`src/rtl/ddr3i_pkg.sv`:
```
package ddr3i_pkg;

  typedef enum logic [3:0] {
    ST_WAIT_PWR,
    ST_RESET_HOLD,
    ST_CKE_LOW_WAIT,
    ST_CLK_STABLE,
    ST_NOP_CKE,
    ST_MRS_SEQ,
    ST_ZQINIT,
    ST_DLL_ZQ_WAIT,
    ST_DONE
  } seqState_t;

  typedef enum logic [2:0] {
    LD_RST,
    LD_CKE_WAIT,
    LD_CLK_STABLE,
    LD_MRD,
    LD_DLL_ZQ
  } loadSel_t;

  localparam logic [1:0] CMD_NOP  = 2'd0;
  localparam logic [1:0] CMD_MRS  = 2'd1;
  localparam logic [1:0] CMD_ZQCL = 2'd2;

  localparam int NUM_MR = 4;
  localparam int MR_W   = 2;

  // strobes from the control FSM to the timing datapath
  typedef struct packed {
    logic     load;
    loadSel_t loadSel;
    logic     mrClr;
    logic     mrAdv;
  } seqStrobe_t;

  function automatic int maxOf(input int a, input int b);
    return (a > b) ? a : b;
  endfunction

  // programming order of the mode registers, step index -> register number
  function automatic logic [MR_W-1:0] mrOrder(input logic [MR_W-1:0] step);
    case (step)
      2'd0:    return 2'd2;
      2'd1:    return 2'd3;
      2'd2:    return 2'd1;
      default: return 2'd0;
    endcase
  endfunction

endpackage

```
`src/rtl/ddr3i_timer.sv`:
```
module ddr3i_timer
  import ddr3i_pkg::*;
#(
  parameter int RST_HOLD_CYC        = 80000,
  parameter int CKE_PRE_CYC         = 4,
  parameter int CKE_WAIT_CYC        = 200000,
  parameter int CLK_STABLE_TIME_CYC = 4,
  parameter int CLK_STABLE_NCK      = 5,
  parameter int MRD_CYC             = 4,
  parameter int DLLK_CYC            = 512,
  parameter int ZQINIT_CYC          = 512
) (
  input  logic            clk,
  input  logic            arstN,
  input  seqStrobe_t      stb,
  output logic            cntZero,
  output logic            stepFresh,
  output logic            mrLast,
  output logic [MR_W-1:0] mrIdx
);

  // each minimum is the larger of its two figures, and never below one cycle
  localparam int RESET_LEN  = maxOf(maxOf(RST_HOLD_CYC, CKE_PRE_CYC), 1);
  localparam int CKEW_LEN   = maxOf(CKE_WAIT_CYC, 1);
  localparam int STABLE_LEN = maxOf(maxOf(CLK_STABLE_TIME_CYC, CLK_STABLE_NCK), 1);
  localparam int MRD_LEN    = maxOf(MRD_CYC, 1);
  localparam int DZ_LEN     = maxOf(maxOf(DLLK_CYC, ZQINIT_CYC), 1);
  localparam int LOAD_MAX   = maxOf(maxOf(maxOf(RESET_LEN, CKEW_LEN),
                                          maxOf(STABLE_LEN, MRD_LEN)), DZ_LEN);
  localparam int CNT_W      = $clog2(LOAD_MAX + 1);

  logic [CNT_W-1:0] cnt;
  logic [CNT_W-1:0] loadVal;

  always_comb begin
    case (stb.loadSel)
      LD_RST:        loadVal = CNT_W'(RESET_LEN - 1);
      LD_CKE_WAIT:   loadVal = CNT_W'(CKEW_LEN - 1);
      LD_CLK_STABLE: loadVal = CNT_W'(STABLE_LEN - 1);
      LD_MRD:        loadVal = CNT_W'(MRD_LEN - 1);
      default:       loadVal = CNT_W'(DZ_LEN - 1);
    endcase
  end

  always_ff @(posedge clk or negedge arstN) begin
    if (!arstN) begin
      cnt       <= '0;
      stepFresh <= 1'b0;
    end else begin
      stepFresh <= stb.load;
      if (stb.load) begin
        cnt <= loadVal;
      end else if (cnt != '0) begin
        cnt <= cnt - 1'b1;
      end
    end
  end

  always_ff @(posedge clk or negedge arstN) begin
    if (!arstN) begin
      mrIdx <= '0;
    end else if (stb.mrClr) begin
      mrIdx <= '0;
    end else if (stb.mrAdv) begin
      mrIdx <= mrIdx + 1'b1;
    end
  end

  assign cntZero = (cnt == '0);
  assign mrLast  = (mrIdx == MR_W'(NUM_MR - 1));

  AST_MR_NO_WRAP: assert property (@(posedge clk) disable iff (!arstN)
    stb.mrAdv |-> !mrLast) else $error("mode register step advanced past the last");

  AST_LOAD_EXCLUSIVE: assert property (@(posedge clk) disable iff (!arstN)
    stb.mrAdv |-> (stb.load && stb.loadSel == LD_MRD)) else $error("step advance without spacing reload");

endmodule

```
`src/rtl/ddr3i_fsm.sv`:
```
module ddr3i_fsm
  import ddr3i_pkg::*;
(
  input  logic       clk,
  input  logic       arstN,
  input  logic       pwrGood,
  input  logic       cntZero,
  input  logic       stepFresh,
  input  logic       mrLast,
  output seqStrobe_t stb,
  output logic       ddrResetN,
  output logic       ddrCke,
  output logic       memClkEn,
  output logic       initDone,
  output logic [1:0] ddrCmd
);

  seqState_t state, nextState;

  always_ff @(posedge clk or negedge arstN) begin
    if (!arstN) state <= ST_WAIT_PWR;
    else        state <= nextState;
  end

  always_comb begin
    nextState   = state;
    stb.load    = 1'b0;
    stb.loadSel = LD_RST;
    stb.mrClr   = 1'b0;
    stb.mrAdv   = 1'b0;
    if (!pwrGood) begin
      nextState = ST_WAIT_PWR;
      stb.mrClr = 1'b1;
    end else begin
      case (state)
        ST_WAIT_PWR: begin
          nextState   = ST_RESET_HOLD;
          stb.load    = 1'b1;
          stb.loadSel = LD_RST;
        end
        ST_RESET_HOLD: if (cntZero) begin
          nextState   = ST_CKE_LOW_WAIT;
          stb.load    = 1'b1;
          stb.loadSel = LD_CKE_WAIT;
        end
        ST_CKE_LOW_WAIT: if (cntZero) begin
          nextState   = ST_CLK_STABLE;
          stb.load    = 1'b1;
          stb.loadSel = LD_CLK_STABLE;
        end
        ST_CLK_STABLE: if (cntZero) begin
          nextState = ST_NOP_CKE;
        end
        ST_NOP_CKE: begin
          nextState   = ST_MRS_SEQ;
          stb.load    = 1'b1;
          stb.loadSel = LD_MRD;
          stb.mrClr   = 1'b1;
        end
        ST_MRS_SEQ: if (cntZero) begin
          if (mrLast) begin
            nextState = ST_ZQINIT;
          end else begin
            stb.load    = 1'b1;
            stb.loadSel = LD_MRD;
            stb.mrAdv   = 1'b1;
          end
        end
        ST_ZQINIT: begin
          nextState   = ST_DLL_ZQ_WAIT;
          stb.load    = 1'b1;
          stb.loadSel = LD_DLL_ZQ;
        end
        ST_DLL_ZQ_WAIT: if (cntZero) begin
          nextState = ST_DONE;
        end
        ST_DONE: nextState = ST_DONE;
        default: nextState = ST_WAIT_PWR;
      endcase
    end
  end

  // Moore outputs decoded from the state register
  always_comb begin
    ddrResetN = !(state inside {ST_WAIT_PWR, ST_RESET_HOLD});
    ddrCke    = state inside {ST_MRS_SEQ, ST_ZQINIT, ST_DLL_ZQ_WAIT, ST_DONE};
    memClkEn  = state inside {ST_CLK_STABLE, ST_NOP_CKE, ST_MRS_SEQ,
                              ST_ZQINIT, ST_DLL_ZQ_WAIT, ST_DONE};
    initDone  = (state == ST_DONE);
    if (state == ST_MRS_SEQ && stepFresh) ddrCmd = CMD_MRS;
    else if (state == ST_ZQINIT)          ddrCmd = CMD_ZQCL;
    else                                  ddrCmd = CMD_NOP;
  end

  AST_PWR_LOSS_IDLE: assert property (@(posedge clk) disable iff (!arstN)
    !pwrGood |=> (!ddrResetN && !ddrCke && !memClkEn && !initDone && ddrCmd == CMD_NOP))
    else $error("power loss did not return to idle");

  AST_RST_RELEASE_CKE_LOW: assert property (@(posedge clk) disable iff (!arstN)
    $rose(ddrResetN) |-> !ddrCke) else $error("reset released with clock enable high");

  AST_NOP_BEFORE_CKE: assert property (@(posedge clk) disable iff (!arstN)
    $rose(ddrCke) |-> ($past(ddrCmd) == CMD_NOP && $past(memClkEn) && $past(ddrResetN)))
    else $error("clock enable rose without NOP and running clock");

  AST_CKE_HOLD: assert property (@(posedge clk) disable iff (!arstN)
    $fell(ddrCke) |-> !$past(pwrGood)) else $error("clock enable fell while power good");

  AST_CMD_NEEDS_CKE: assert property (@(posedge clk) disable iff (!arstN)
    (ddrCmd != CMD_NOP) |-> (ddrCke && ddrResetN)) else $error("command issued with clock enable low");

  AST_DONE_STICKY: assert property (@(posedge clk) disable iff (!arstN)
    (initDone && pwrGood) |=> initDone) else $error("done flag dropped");

  AST_DONE_IMPLIES_CKE: assert property (@(posedge clk) disable iff (!arstN)
    initDone |-> (ddrCke && memClkEn && ddrCmd == CMD_NOP)) else $error("done with bad pin state");

endmodule

```
`src/rtl/ddr3_init_seq.sv`:
```
module ddr3_init_seq
  import ddr3i_pkg::*;
#(
  parameter int RST_HOLD_CYC        = 80000,
  parameter int CKE_PRE_CYC         = 4,
  parameter int CKE_WAIT_CYC        = 200000,
  parameter int CLK_STABLE_TIME_CYC = 4,
  parameter int CLK_STABLE_NCK      = 5,
  parameter int MRD_CYC             = 4,
  parameter int DLLK_CYC            = 512,
  parameter int ZQINIT_CYC          = 512
) (
  input  logic       clk,
  input  logic       arstN,
  input  logic       pwrGood,
  output logic       ddrResetN,
  output logic       ddrCke,
  output logic [1:0] ddrCmd,
  output logic [1:0] ddrMrSel,
  output logic       memClkEn,
  output logic       initDone
);

  seqStrobe_t      stb;
  logic            cntZero;
  logic            stepFresh;
  logic            mrLast;
  logic [MR_W-1:0] mrIdx;

  ddr3i_fsm u_fsm (
    .clk       (clk),
    .arstN     (arstN),
    .pwrGood   (pwrGood),
    .cntZero   (cntZero),
    .stepFresh (stepFresh),
    .mrLast    (mrLast),
    .stb       (stb),
    .ddrResetN (ddrResetN),
    .ddrCke    (ddrCke),
    .memClkEn  (memClkEn),
    .initDone  (initDone),
    .ddrCmd    (ddrCmd)
  );

  ddr3i_timer #(
    .RST_HOLD_CYC        (RST_HOLD_CYC),
    .CKE_PRE_CYC         (CKE_PRE_CYC),
    .CKE_WAIT_CYC        (CKE_WAIT_CYC),
    .CLK_STABLE_TIME_CYC (CLK_STABLE_TIME_CYC),
    .CLK_STABLE_NCK      (CLK_STABLE_NCK),
    .MRD_CYC             (MRD_CYC),
    .DLLK_CYC            (DLLK_CYC),
    .ZQINIT_CYC          (ZQINIT_CYC)
  ) u_timer (
    .clk       (clk),
    .arstN     (arstN),
    .stb       (stb),
    .cntZero   (cntZero),
    .stepFresh (stepFresh),
    .mrLast    (mrLast),
    .mrIdx     (mrIdx)
  );

  assign ddrMrSel = mrOrder(mrIdx);

endmodule

```
`config.mk`:
```
export PLATFORM = sky130hd
export DESIGN_NAME = ddr3_init_seq
export DESIGN_NICKNAME = d
export VERILOG_FILES = /design/src/rtl/ddr3i_pkg.sv /design/src/rtl/ddr3i_timer.sv /design/src/rtl/ddr3i_fsm.sv /design/src/rtl/ddr3_init_seq.sv
export SDC_FILE = /design/constraint.sdc
export NUM_CORES = 1
export LEC_CHECK = 0
export ABC_AREA = 1
export BUFFER_PORTS_ARGS = -buffer_cell sky130_fd_sc_hd__buf_2
export CAP_MARGIN = 20
export CORE_MARGIN = 5
export CORE_UTILIZATION = 54
export CTS_CLUSTER_DIAMETER = 60
export DETAILED_ROUTE_END_ITERATION = 8
export PLACE_DENSITY = 0.85
export RECOVER_POWER = 50
export SLEW_MARGIN = 5
export SYNTH_ARGS = -nofsm -noshare
export SYNTH_HDL_FRONTEND = slang
export SYNTH_SLANG_ARGS = --single-unit
```
`constraint.sdc`:
```
create_clock -name clk -period 2.1 [get_ports clk]
set_clock_uncertainty 0.15 [all_clocks]
set_input_delay 0 -clock clk [delete_from_list [all_inputs] [get_ports clk]]
set_output_delay 0 -clock clk [all_outputs]
set_load 0.01 [all_outputs]
```
==> results of run 1 <==
synth_stat cells, drive strengths merged:
cell / number
or2: 3
nand4: 5
nor2: 38
o21ai: 9
dfrtp: 25
nor3: 3
nor3b: 1
nand2: 53
buf: 2
xnor2: 6
a21oi: 10
and2: 1
inv: 33
ha: 5
nand3: 21
xor2: 10
o22ai: 2
critical path, delay by kind of cell, from the launching register on:
family | cells | cell delay, ps
compound gates | 1 | 140
buf+inv | 1 | 70
flops | 1 | 440
simple gates | 7 | 1160
layout by cell type, fill, tap and decap left out, types with 6 or more instances in the layout:
master / instances
sky130_fd_sc_hd__nand2_1: 46
sky130_fd_sc_hd__xor2_1: 10
sky130_fd_sc_hd__a21oi_1: 8
sky130_fd_sc_hd__dfrtp_1: 25
sky130_fd_sc_hd__buf_2: 7
sky130_fd_sc_hd__inv_1: 27
sky130_fd_sc_hd__o21ai_0: 7
sky130_fd_sc_hd__xnor2_1: 6
sky130_fd_sc_hd__nor2_1: 32
sky130_fd_sc_hd__nand3_1: 12
sky130_fd_sc_hd__nand3_2: 7
stage by stage:
stage          total power, mW  TNS [ps]
2_1_floorplan             1.66         0
3_3_place_gp              1.86         0
3_5_place_dp              1.91         0
4_1_cts                   2.14         0
5_1_grt                   2.49      -430
6_report                  2.32         0
routing by layer:
metal  vias up  share of wire
met1       704           0.41
met5         -              0
met2        61           0.49
met4         0          0.035
li1        759              -
met3        15          0.066
where the power goes:
group,switching [mW],internal [mW]
Combinational,0.836,0.473
Sequential,0.147,0.639
Clock,0.151,0.0748
Total,1.13,1.19
timing repair:
| item | in CTS | in global routing |
|---|---|---|
| hold buffers | 2 | 0 |
| setup buffers | 0 | 3 |
| gates resized for setup | 0 | 16 |
| hold endpoints to repair | 31 | 0 |
| endpoints found under the setup margin | 0 | 19 |
kinds of logic after synthesis:
group,count (synthesis),share of synthesized area
simple gates,125,0.378
fa+ha+maj,5,0.0356
buf+inv,35,0.0848
flops,25,0.356
xor+xnor,16,0.0798
compound gates,21,0.0655
final timing paths:
check | from | to | cells past startpoint
setup / recovery | u_timer.cnt[10]$_DFFE_PN0P_ | u_timer.cnt[13]$_DFFE_PN0P_ | 9
hold / removal | arstN | u_timer.cnt[17]$_DFFE_PN0P_ | 2
setup reg to reg | u_timer.cnt[10]$_DFFE_PN0P_ | u_timer.cnt[13]$_DFFE_PN0P_ | 9
hold reg to reg | u_timer.cnt[1]$_DFFE_PN0P_ | u_timer.cnt[1]$_DFFE_PN0P_ | 2
max in group asynchronous | arstN | u_timer.cnt[1]$_DFFE_PN0P_ | 2
min in group clk | u_timer.cnt[1]$_DFFE_PN0P_ | u_timer.cnt[1]$_DFFE_PN0P_ | 2
state kept, by name (all words and copies together), names as in the netlist:
register and count:
u_timer.stepFresh 1, u_timer.mrIdx 2, u_fsm.state 4, u_timer.cnt 18
area by class of cell:
class | count | area share
Multi-Input combinational cell | 168 | 0.529
Clock buffer | 4 | 0.0130
Tap cell | 44 | 0.0272
Inverter | 33 | 0.0637
Timing Repair Buffer | 17 | 0.0575
Sequential cell | 25 | 0.309
==> results_tabular.tex, run 1 <==
\begin{tabular}{lr}
\hline
Metric & Value \\
\hline
\multicolumn{2}{l}{\textbf{Synthesis}} \\
\quad Total number of yosys warnings & 0 \\
\quad Area contributors post-synth & sky130\_fd\_sc\_hd\_\_dfrtp\_1, sky130\_fd\_sc\_hd\_\_nand2\_1, sky130\_fd\_sc\_hd\_\_nor2\_1, sky130\_fd\_sc\_hd\_\_inv\_1, sky130\_fd\_sc\_hd\_\_xor2\_1 \\
\quad Mapped Avg Cell Area & around 7.7 sq um \\
\quad Synth top area share & 0.356 \\
\quad Netlist area before placement & approximately 1800 sq um \\
\quad Top cell type by total area after synthesis & sky130\_fd\_sc\_hd\_\_dfrtp\_1 \\
\quad Gate count after technology mapping & 227 \\
\quad Register area share after synthesis & 0.356 \\
\quad Synthesized net count & 235 \\
\quad Flop and latch count out of synthesis & 25 \\
\quad Count of distinct cell types in the synthesized netlist & 31 \\
\multicolumn{2}{l}{\textbf{Floorplanning}} \\
\quad Number of I/O pins & 11 \\
\quad Core ar. & roughly 3000 sq um \\
\quad Width of the die & between 60 and 70 microns \\
\quad Site Rows & 20 \\
\quad Effective utilization at floorplan & 0.571 \\
\quad Die area & about 4500 sq um \\
\quad Die Span Y & about 67 microns \\
\multicolumn{2}{l}{\textbf{Critical path}} \\
\quad Data arrival time at the worst-slack endpoint & 2160 ps \\
\quad Crit. End Element & flop \\
\quad Slowest cell on crit path & sky130\_fd\_sc\_hd\_\_dfrtp\_1 \\
\quad CP Data Required Time & 2210 ps \\
\quad Crit path launch type & flop \\
\quad Cells traversed along the worst timing path & nor2\_1 > nand2\_1 > nor2\_4 > nand4\_1 > nand3\_4 > nand2\_8 > nand3\_4 > inv\_4 > a21oi\_1 \\
\quad Slowest cell delay on critical path & 440 ps \\
\quad Max Fanout on Critical Path & 9 \\
\quad Worst-case register-to-register setup slack & 50 ps \\
\quad Cell type with the highest occurrence count on the critical path & sky130\_fd\_sc\_hd\_\_nand3\_4 \\
\quad Type of the worst setup path & reg2reg \\
\multicolumn{2}{l}{\textbf{STA}} \\
\quad Worst-margin pin slew & 1360 ps \\
\quad Post-layout worst setup margin & between 50 and 60 ps \\
\quad Number of slew-limit violations in the final report & 0 \\
\quad Worst slew margin relative to its limit & 0.0916 \\
\quad Final Hold Fails & 0 \\
\quad Tcrit/Tclk final & 0.976 \\
\quad Setup violators final & 0 \\
\quad Worst-case hold slack & 331 ps \\
\quad F\_max & roughly 490 MHz \\
\quad Post-layout minimum cycle time & 2050 ps \\
\multicolumn{2}{l}{\textbf{Placed design}} \\
\quad Placed cell area & 1850 sq um \\
\quad Placement Setup Slack & 34.1 ps \\
\quad Count of placed standard cells including taps & about 280 \\
\quad Routability-driven placement congestion ratio & 0.834 \\
\quad Placed wire-length estimate & $\sim$2.9 mm \\
\quad Total of buffers placed on input and output ports & 10 \\
\multicolumn{2}{l}{\textbf{Layout}} \\
\quad Cell Count, Final, Fillers Out & between 200 and 300 \\
\quad Reg area & 626 sq um \\
\quad Final antenna diode count & 0 \\
\quad Number of nets at the end of the flow & 256 \\
\quad Area of the multi-input gates & $\sim$1100 sq um \\
\quad Synth-to-Final Area Change & 15.2\% \\
\quad Utilization of the core after routing & 0.657 \\
\quad Fillcell total & 253 \\
\quad Layout Cell Area excl Fill & $\sim$2000 sq um \\
\quad Share of cells above drive strength 1 & 0.219 \\
\multicolumn{2}{l}{\textbf{Clock network}} \\
\quad Insertion delay of the later-clocked pin in the worst-skew pair & 340 ps \\
\quad CTS tree & yes \\
\quad Clk root buf & sky130\_fd\_sc\_hd\_\_clkbuf\_4 \\
\quad Clock transition at path regs & 140 ps \\
\quad CTS buffer count & 3 \\
\quad Buffer depth of the longest clock path & 2 \\
\quad Sink Count & 25 \\
\quad H-tree depth reported by CTS & 1 \\
\multicolumn{2}{l}{\textbf{Routing}} \\
\quad Post-route antenna net violation count & 0 \\
\quad Drt via density & 5.29 \\
\quad Pre-antenna DRT Iters & 4 \\
\quad Post-detailed-route wirelength per cell & $\sim$14 microns \\
\quad DR DRC count & 0 \\
\quad Total length of routed wires & 4.11 mm \\
\quad Total number of vias & about 1500 \\
\quad First-iteration detailed-routing DRC count & 132 \\
\multicolumn{2}{l}{\textbf{Global route}} \\
\quad Most congested layer reported by global routing & met2 \\
\quad GR Util All Layers & 0.191 \\
\quad Grt met1 use & 0.243 \\
\quad Largest net degree at the start of global routing & 26 \\
\quad Global-route wire length before repair & $\sim$6.4 mm \\
\quad Vias in the first global route & 1421 \\
\quad Initial antenna violation count & 0 \\
\quad Met2 layer usage reported by global route & 0.310 \\
\quad Grt total ovfl & 0 \\
\quad Met3 layer usage reported by global route & 0.0320 \\
\multicolumn{2}{l}{\textbf{Status}} \\
\quad Status & finished, final reports clean \\
\multicolumn{2}{l}{\textbf{Power}} \\
\quad Leakage power of the design & 1.08 nW \\
\quad Largest voltage drop on the vdd net & $\sim$0.00057 V \\
\quad Pwr per Cell Area & 1150 nW/um\^{}2 \\
\multicolumn{2}{l}{\textbf{Run}} \\
\quad Max capacitance violation total & 0 \\
\multicolumn{2}{l}{\textbf{Min path}} \\
\quad Classification of the worst-slack hold path & in2async \\
\hline
\end{tabular}
(Power assumes the default switching activity.)
==> run 2: changes to the inputs <==
--- a/config.mk
+++ b/config.mk
@@ -5,7 +5,7 @@
 export SDC_FILE = /design/constraint.sdc
 export NUM_CORES = 1
 export LEC_CHECK = 0
-export ABC_AREA = 1
+export ABC_AREA = 0
 export BUFFER_PORTS_ARGS = -buffer_cell sky130_fd_sc_hd__buf_2
 export CAP_MARGIN = 20
 export CORE_MARGIN = 5
==> run 2 against run 1 <==
Net effect: the run now ends with setup timing left; cell area rose by 9.5%; register-to-register slack worse by 130 ps; critical path depth is 4 lower; non-clock buffer count is 34 higher; via count grew 11%; critical path type unchanged; largest cell class unchanged.
==> results_tabular.tex, run 2 <==
\begin{tabular}{lr}
\hline
Metric & Value \\
\hline
\multicolumn{2}{l}{\textbf{Clock network}} \\
\quad H-tree depth reported by CTS & 1 (unchanged) \\
\quad Buffer depth of the longest clock path & 2 (unchanged) \\
\quad CTS tree & yes \\
\quad CTS buffer count & 3 (unchanged) \\
\quad Sink Count & 25 (unchanged) \\
\quad Clock transition at path regs & 150 ps (about the same) \\
\quad Insertion delay of the later-clocked pin in the worst-skew pair & 330 ps (about the same) \\
\quad Clk root buf & sky130\_fd\_sc\_hd\_\_clkbuf\_4 \\
\multicolumn{2}{l}{\textbf{Synthesis}} \\
\quad Gate count after technology mapping & 192 (-15\%) \\
\quad Synthesized net count & 200 (-15\%) \\
\quad Mapped Avg Cell Area & 8.63 sq um (+12\%) \\
\quad Register area share after synthesis & 0.377 (+0.0212) \\
\quad Async S/R FF share, synth & 1.00 (unchanged) \\
\quad Total number of yosys warnings & 0 (unchanged) \\
\quad Area contributors post-synth & sky130\_fd\_sc\_hd\_\_dfrtp\_1, sky130\_fd\_sc\_hd\_\_xnor2\_1, sky130\_fd\_sc\_hd\_\_ha\_1, sky130\_fd\_sc\_hd\_\_a21oi\_1, sky130\_fd\_sc\_hd\_\_nor3\_1 \\
\quad Synth top area share & 0.377 (+0.0212) \\
\quad Synth top cells by count & sky130\_fd\_sc\_hd\_\_dfrtp\_1, sky130\_fd\_sc\_hd\_\_nor2\_1, sky130\_fd\_sc\_hd\_\_nand2\_1 \\
\quad Count of distinct cell types in the synthesized netlist & 45 (+45\%) \\
\quad Flop and latch count out of synthesis & 25 (unchanged) \\
\quad Count of flip-flops with a built-in enable after synthesis & 0 (unchanged) \\
\quad Top cell type by total area after synthesis & sky130\_fd\_sc\_hd\_\_dfrtp\_1 \\
\quad Most used flip-flop cell after synthesis & sky130\_fd\_sc\_hd\_\_dfrtp\_1 \\
\quad Library cell with the highest instance count after synthesis & sky130\_fd\_sc\_hd\_\_dfrtp\_1 \\
\quad Netlist area before placement & 1660 sq um (-5.6\%) \\
\multicolumn{2}{l}{\textbf{Layout}} \\
\quad Share of cells above drive strength 1 & 0.360 (+0.142) \\
\quad Number of nets at the end of the flow & 245 (-4.3\%) \\
\quad Final antenna diode count & 0 (unchanged) \\
\quad Largest register FFs & 18 (unchanged) \\
\quad Reg with most FFs & u\_timer.cnt \\
\quad Top Registers & u\_timer.cnt x18, u\_fsm.state x4, u\_timer.mrIdx x2 \\
\quad Commonest non-fill, non-tap cell in the layout & sky130\_fd\_sc\_hd\_\_buf\_4 \\
\quad Cell Count, Final, Fillers Out & 269 (-7.6\%) \\
\quad Most frequent cells in the layout & sky130\_fd\_sc\_hd\_\_buf\_4, sky130\_fd\_sc\_hd\_\_dfrtp\_1, sky130\_fd\_sc\_hd\_\_nor2\_1 \\
\quad Synth-to-Final Area Change & 33.7\% \\
\multicolumn{2}{l}{\textbf{Global route}} \\
\quad Met2 layer usage reported by global route & 0.399 (+0.0891) \\
\quad Global-route wire length before repair & 7.56 mm (+18\%) \\
\quad Grt met1 use & 0.293 (+0.0497) \\
\quad Vias in the first global route & 1670 (+18\%) \\
\quad GR Util All Layers & 0.230 (+0.0383) \\
\quad Initial antenna violation count & 0 (unchanged) \\
\quad Grt total ovfl & 0 (unchanged) \\
\quad Most congested layer reported by global routing & met2 \\
\quad Met3 layer usage reported by global route & 0.0239 (-0.00811) \\
\quad Largest net degree at the start of global routing & 26 (unchanged) \\
\multicolumn{2}{l}{\textbf{Critical path}} \\
\quad Max Fanout on Critical Path & 5 (-4) \\
\quad Start point of the critical path & u\_timer.cnt[3]\$\_DFFE\_PN0P\_ \\
\quad Type of the worst setup path & reg2reg \\
\quad Crit path launch type & flop \\
\quad CP Data Required Time & 2180 ps (-30 ps) \\
\quad Crit. End Element & flop \\
\quad Data arrival time at the worst-slack endpoint & 2260 ps (+100 ps) \\
\quad RR Startpoint & u\_timer.cnt[3]\$\_DFFE\_PN0P\_ \\
\multicolumn{2}{l}{\textbf{STA}} \\
\quad Final Hold Fails & 0 (unchanged) \\
\quad F\_max & 458 MHz (-6.1\%) \\
\quad Tcrit/Tclk final & 1.04 (+0.0629) \\
\quad Number of slew-limit violations in the final report & 0 (unchanged) \\
\quad Worst slew margin relative to its limit & 0.0983 (+0.00673) \\
\quad Worst-case hold slack & 323 ps (-8.39 ps) \\
\quad Post-layout worst setup margin & -82.0 ps (-132 ps) \\
\quad Unrepaired setup endpoints after global routing & yes \\
\quad Setup violators final & 11 (+11) \\
\quad Worst-margin pin slew & 1350 ps (-10.1 ps) \\
\quad Post-layout minimum cycle time & 2180 ps (+132 ps) \\
\multicolumn{2}{l}{\textbf{Power}} \\
\quad Leakage power of the design & 0.939 nW (-13\%) \\
\quad Largest voltage drop on the vdd net & 0.000347 V (-39\%) \\
\quad Pwr per Cell Area & 559 nW/um\^{}2 (-51\%) \\
\multicolumn{2}{l}{\textbf{Floorplanning}} \\
\quad Die Span Y & 65.4 microns (-2.4\%) \\
\quad Number of I/O pins & 11 (unchanged) \\
\quad Site Rows & 20 (unchanged) \\
\quad Effective utilization at floorplan & 0.552 (-0.0186) \\
\quad Die area & 4280 sq um (-4.8\%) \\
\quad Core ar. & 3000 sq um (-2.4\%) \\
\quad Width of the die & 65.4 microns (-2.4\%) \\
\multicolumn{2}{l}{\textbf{Status}} \\
\quad Violations in the final reports & setup timing \\
\quad Status & finished, violations left \\
\multicolumn{2}{l}{\textbf{Routing}} \\
\quad Post-detailed-route wirelength per cell & 17.4 microns (+23\%) \\
\quad DR DRC count & 0 (unchanged) \\
\quad Total number of vias & 1710 (+11\%) \\
\quad First-iteration detailed-routing DRC count & 177 (+34\%) \\
\quad Drt via density & 6.36 (+20\%) \\
\quad Total length of routed wires & 4.68 mm (+14\%) \\
\quad Post-route antenna net violation count & 0 (unchanged) \\
\quad Pre-antenna DRT Iters & 4 (unchanged) \\
\multicolumn{2}{l}{\textbf{Run}} \\
\quad Max capacitance violation total & 0 (unchanged) \\
\multicolumn{2}{l}{\textbf{Placed design}} \\
\quad Count of placed standard cells including taps & 258 (-8.2\%) \\
\quad Placed wire-length estimate & 3.27 mm (+13\%) \\
\quad Total of buffers placed on input and output ports & 10 (unchanged) \\
\quad Routability-driven placement congestion ratio & 0.890 (+6.8\%) \\
\multicolumn{2}{l}{\textbf{Min path}} \\
\quad Classification of the worst-slack hold path & in2reg \\
\quad Hold Path Origin & pwrGood \\
\hline
\end{tabular}
==> run 2: area by class of cell <==
cell class                 count  area, sq um
multi-input combinational    148         1110
fill                         229          787
sequential                    25          628
timing repair buffer          51          373
tap                           33         41.3
inverter                       8         30.0
clock buffer                   3         22.5
clock inverter                 1         7.51
==> run 2: logic make-up (layout without fill, tap and decap cells) <==
family	Yosys count	after routing	synth area share
mux	1	1	0.00604
buf+inv	19	63	0.0475
flops	25	25	0.377
xor+xnor	15	15	0.0792
simple gates	74	74	0.245
fa+ha+maj	5	5	0.0377
compound gates	53	53	0.207
==> run 2: stage by stage <==
stage                      util  area (sq um)  TNS [ps]  power, mW  setup slack (ps)
after detailed placement  0.658          1970      -157      0.938             -50.6
after CTS                 0.685          2060     -94.3       1.19             -26.7
after global routing      0.738          2220     -1800       1.31              -163
after global placement    0.658          1970     -15.2      0.924             -15.2
after floorplan               -          1690         0      0.804              4.06
final                     0.738          2220      -295       1.24             -82.0
==> run 2: what timing repair did <==
| item | in CTS | in global routing |
|---|---|---|
| hold buffers | 2 | 0 |
| setup buffers | 1 | 4 |
| endpoints found under the setup margin | 15 | 23 |
| gates cloned | 0 | 0 |
| resized for setup | 5 | 30 |
| hold endpoints to repair | 34 | 0 |
| pin swaps | 1 | 8 |
==> run 2: final timing paths <==
| path | cells after the start | slack (ps) | endpoint |
|---|---|---|---|
| max | 5 | -80 | u_timer.cnt[13]$_DFFE_PN0P_ |
| max reg2reg | 5 | -80 | u_timer.cnt[13]$_DFFE_PN0P_ |
| min reg2reg | 2 | 460 | u_timer.cnt[1]$_DFFE_PN0P_ |
| min | 3 | 320 | u_fsm.state[3]$_DFFE_PN0P_ |
| min in group asynchronous | 2 | 330 | u_timer.cnt[6]$_DFFE_PN0P_ |
| max in group asynchronous | 2 | 600 | u_timer.cnt[3]$_DFFE_PN0P_ |
==> run 2: report_power, final <==
part / internal [mW] / leakage [nW] / switching [mW]
logic: 0.197 / 0.610 / 0.208
registers: 0.534 / 0.315 / 0.0718
clock network: 0.0730 / 0.0139 / 0.155
==> run 2: metal layers <==
| layer | routed length (microns) | part of all wire |
|---|---|---|
| met4 | 105 | 0.022 |
| met1 | 1880 | 0.40 |
| met2 | 2420 | 0.52 |
| met5 | 0 | 0 |
| met3 | 277 | 0.059 |
==> run 2: worst max-delay path, stage by stage, from the launching register on <==
cell and delay [ps]:
sky130_fd_sc_hd__dfrtp_2 470, sky130_fd_sc_hd__or4_4 550, sky130_fd_sc_hd__or3_4 380, sky130_fd_sc_hd__o31a_1 260, sky130_fd_sc_hd__o22ai_1 180, sky130_fd_sc_hd__a21oi_2 90
==> run 3: changes to the inputs <==
--- a/config.mk
+++ b/config.mk
@@ -9,10 +9,11 @@
 export BUFFER_PORTS_ARGS = -buffer_cell sky130_fd_sc_hd__buf_2
 export CAP_MARGIN = 20
 export CORE_MARGIN = 5
-export CORE_UTILIZATION = 54
+export CORE_UTILIZATION = 40
 export CTS_CLUSTER_DIAMETER = 60
 export DETAILED_ROUTE_END_ITERATION = 8
-export PLACE_DENSITY = 0.85
+export MAX_ROUTING_LAYER = met4
+export PLACE_DENSITY = 0.69
 export RECOVER_POWER = 50
 export SLEW_MARGIN = 5
 export SYNTH_ARGS = -nofsm -noshare
==> constraint.sdc (replaced) <==
create_clock -name clk -period 1.95 [get_ports clk]
set_clock_uncertainty 0.15 [all_clocks]
set_input_delay 0 -clock clk [delete_from_list [all_inputs] [get_ports clk]]
set_output_delay 0 -clock clk [all_outputs]
set_load 0.01 [all_outputs]
==> run 3 against run 2 <==
Net effect: the flow finishes with violations (capacitance limit, slew limit, setup timing); sequential cell count is the same; register-to-register slack lost 160 ps; cell count grew 15%; die area grew 29%; global-route usage shrank 3.9 points; fmax shrank 0.49%; critical endpoint is now u_timer.cnt[5]$_DFFE_PN0P_; largest cell class unchanged.
==> results_tabular.tex, run 3 (synthesized netlist as in run 2, its figures left out) <==
\begin{tabular}{lr}
\hline
Metric & Value \\
\hline
\multicolumn{2}{l}{\textbf{Global route}} \\
\quad Vias in the first global route & 1727 (+3.4\%) \\
\quad Global-route wire length before repair & 7.82 mm (+3.5\%) \\
\quad Grt total ovfl & 0 (unchanged) \\
\quad Largest net degree at the start of global routing & 26 (unchanged) \\
\quad Initial antenna violation count & 0 (unchanged) \\
\quad GR Util All Layers & 0.191 (-0.0390) \\
\multicolumn{2}{l}{\textbf{Layout}} \\
\quad Reg with most FFs & u\_timer.cnt \\
\quad Utilization of the core after routing & 0.606 (-0.132) \\
\quad Top Registers & u\_timer.cnt x18, u\_fsm.state x4, u\_timer.mrIdx x2 \\
\quad Commonest non-fill, non-tap cell in the layout & sky130\_fd\_sc\_hd\_\_buf\_4 \\
\quad Final antenna diode count & 0 (unchanged) \\
\quad Fillcell total & 332 (+45\%) \\
\quad Number of nets at the end of the flow & 268 (+9.4\%) \\
\quad Share of cells above drive strength 1 & 0.382 (+0.0221) \\
\quad Synth-to-Final Area Change & 46.3\% \\
\quad Most frequent cells in the layout & sky130\_fd\_sc\_hd\_\_buf\_4, sky130\_fd\_sc\_hd\_\_dfrtp\_1, sky130\_fd\_sc\_hd\_\_nor2\_1 \\
\quad Largest register FFs & 18 (unchanged) \\
\multicolumn{2}{l}{\textbf{STA}} \\
\quad Tcrit/Tclk final & 1.12 (+0.0854) \\
\quad Unrepaired setup endpoints after global routing & yes \\
\quad Number of slew-limit violations in the final report & 25 (+25) \\
\quad Post-layout worst setup margin & -243 ps (-161 ps) \\
\quad Worst slew margin relative to its limit & -0.000768 (-0.0991) \\
\quad Final Hold Fails & 0 (unchanged) \\
\quad Post-layout minimum cycle time & 2190 ps (+10.7 ps) \\
\quad Setup violators final & 24 (+13) \\
\quad Worst-case hold slack & 377 ps (+53.9 ps) \\
\quad Worst-margin pin slew & 1500 ps (+149 ps) \\
\quad F\_max & 456 MHz (-0.49\%) \\
\multicolumn{2}{l}{\textbf{Floorplanning}} \\
\quad Number of I/O pins & 11 (unchanged) \\
\quad Width of the die & 74.4 microns (+14\%) \\
\quad Site Rows & 23 (+15\%) \\
\quad Core ar. & 4000 sq um (+33\%) \\
\quad Effective utilization at floorplan & 0.414 (-0.138) \\
\quad Die Span Y & 74.4 microns (+14\%) \\
\quad Die area & 5530 sq um (+29\%) \\
\multicolumn{2}{l}{\textbf{Routing}} \\
\quad Total number of vias & 1707 (-0.18\%) \\
\quad DR DRC count & 0 (unchanged) \\
\quad Drt via density & 5.52 (-13\%) \\
\quad Post-route antenna net violation count & 0 (unchanged) \\
\quad Pre-antenna DRT Iters & 4 (unchanged) \\
\quad First-iteration detailed-routing DRC count & 132 (-25\%) \\
\quad Post-detailed-route wirelength per cell & 15.5 microns (-11\%) \\
\quad Total length of routed wires & 4.79 mm (+2.3\%) \\
\multicolumn{2}{l}{\textbf{Status}} \\
\quad Status & finished, violations left \\
\quad Violations in the final reports & capacitance limit, slew limit, setup timing \\
\multicolumn{2}{l}{\textbf{Clock network}} \\
\quad Sink Count & 25 (unchanged) \\
\quad Insertion delay of the later-clocked pin in the worst-skew pair & 290 ps (-40 ps) \\
\quad CTS buffer count & 3 (unchanged) \\
\quad CTS tree & yes \\
\quad Clock transition at path regs & 100 ps (-50 ps) \\
\quad H-tree depth reported by CTS & 1 (unchanged) \\
\quad Buffer depth of the longest clock path & 2 (unchanged) \\
\quad Clk root buf & sky130\_fd\_sc\_hd\_\_clkbuf\_8 \\
\multicolumn{2}{l}{\textbf{Run}} \\
\quad Max capacitance violation total & 1 (+1) \\
\multicolumn{2}{l}{\textbf{Critical path}} \\
\quad Type of the worst setup path & reg2reg \\
\quad Slowest cell delay on critical path & 400 ps (-150 ps) \\
\quad Crit path launch type & flop \\
\quad Crit. End Element & flop \\
\quad Cells traversed along the worst timing path & nor4\_2 > buf\_4 > nand3b\_1 > buf\_4 > or2\_4 > a21oi\_4 > buf\_12 > a21oi\_1 \\
\quad Data arrival time at the worst-slack endpoint & 2200 ps (-60 ps) \\
\quad CP Data Required Time & 1960 ps (-220 ps) \\
\quad Slowest cell on crit path & sky130\_fd\_sc\_hd\_\_dfrtp\_1 \\
\quad Max Fanout on Critical Path & 11 (+6) \\
\quad Cell type with the highest occurrence count on the critical path & sky130\_fd\_sc\_hd\_\_buf\_4 \\
\multicolumn{2}{l}{\textbf{Power}} \\
\quad Pwr per Cell Area & 614 nW/um\^{}2 (+9.9\%) \\
\quad Largest voltage drop on the vdd net & 0.000331 V (-4.7\%) \\
\quad Leakage power of the design & 1.08 nW (+15\%) \\
\quad Post-route total power & 1.49 mW (+20\%) \\
\multicolumn{2}{l}{\textbf{Placed design}} \\
\quad Placed wire-length estimate & 3.47 mm (+6.2\%) \\
\quad Routability-driven placement congestion ratio & 0.935 (+5.1\%) \\
\quad Total of buffers placed on input and output ports & 10 (unchanged) \\
\multicolumn{2}{l}{\textbf{Min path}} \\
\quad Classification of the worst-slack hold path & in2reg \\
\hline
\end{tabular}
==> run 3: through the flow <==
stage	instance area, sq um	cells	TNS, ps	setup WS [ps]
global placement	2200	298	-4410	-274
finish	2420	309	-3980	-243
floorplan	1710	192	-851	-129
CTS	2350	308	-3750	-202
global route	2420	309	-7130	-380
detailed placement	2200	298	-3910	-249
==> run 3: timing repair <==
action / 4_1_cts / 5_1_grt
buffers inserted: 4 / 3
hold buffers: 2 / 0
pin swaps: 10 / 13
setup endpoints to repair: 25 / 25
endpoints found under the hold margin: 32 / 0
resized for setup: 12 / 16
==> run 3: metal layers <==
metal | global-route usage | vias up | wire length [microns]
met5 | - | - | 0
met4 | 0.0830 | 0 | 167
met3 | 0.0324 | 21 | 221
met2 | 0.323 | 52 | 2380
met1 | 0.221 | 809 | 2020
li1 | - | 825 | -
==> run 3: final cells by class <==
cell class	instances	area, sq um	share of cell area
multi-input combinational	148	1080	0.447
tap	50	62.6	0.0258
clock inverter	1	7.51	0.00310
timing repair buffer	74	574	0.237
sequential	25	626	0.258
inverter	8	30.0	0.0124
clock buffer	3	41.3	0.0170
==> run 3: critical path, delay by kind of cell (launching register included) <==
| kind | cells | cell delay [ps] |
|---|---|---|
| AND/OR/NAND/NOR | 3 | 760 |
| buffers and inverters | 3 | 530 |
| flip-flops | 1 | 400 |
| AO/OA/AOI/OAI | 2 | 210 |
==> run 3: power breakdown <==
part | internal [mW] | switching, mW | leakage [nW]
Clock | 0.146 | 0.193 | 0.0217
Sequential | 0.573 | 0.0568 | 0.317
Combinational | 0.274 | 0.246 | 0.742
==> run 3: final timing paths <==
| kind | from | end | slack [ps] | cells past startpoint |
|---|---|---|---|---|
| max | u_timer.cnt[13]$_DFFE_PN0P_ | u_timer.cnt[5]$_DFFE_PN0P_ | -240 | 8 |
| min | pwrGood | u_fsm.state[3]$_DFFE_PN0P_ | 380 | 3 |
| max reg2reg | u_timer.cnt[13]$_DFFE_PN0P_ | u_timer.cnt[5]$_DFFE_PN0P_ | -240 | 8 |
| min reg2reg | u_timer.mrIdx[1]$_DFFE_PN0P_ | u_timer.mrIdx[1]$_DFFE_PN0P_ | 490 | 3 |
| max in group asynchronous | arstN | u_timer.cnt[0]$_DFFE_PN0P_ | 330 | 2 |
| min in group asynchronous | arstN | u_fsm.state[1]$_DFFE_PN0P_ | 450 | 2 |
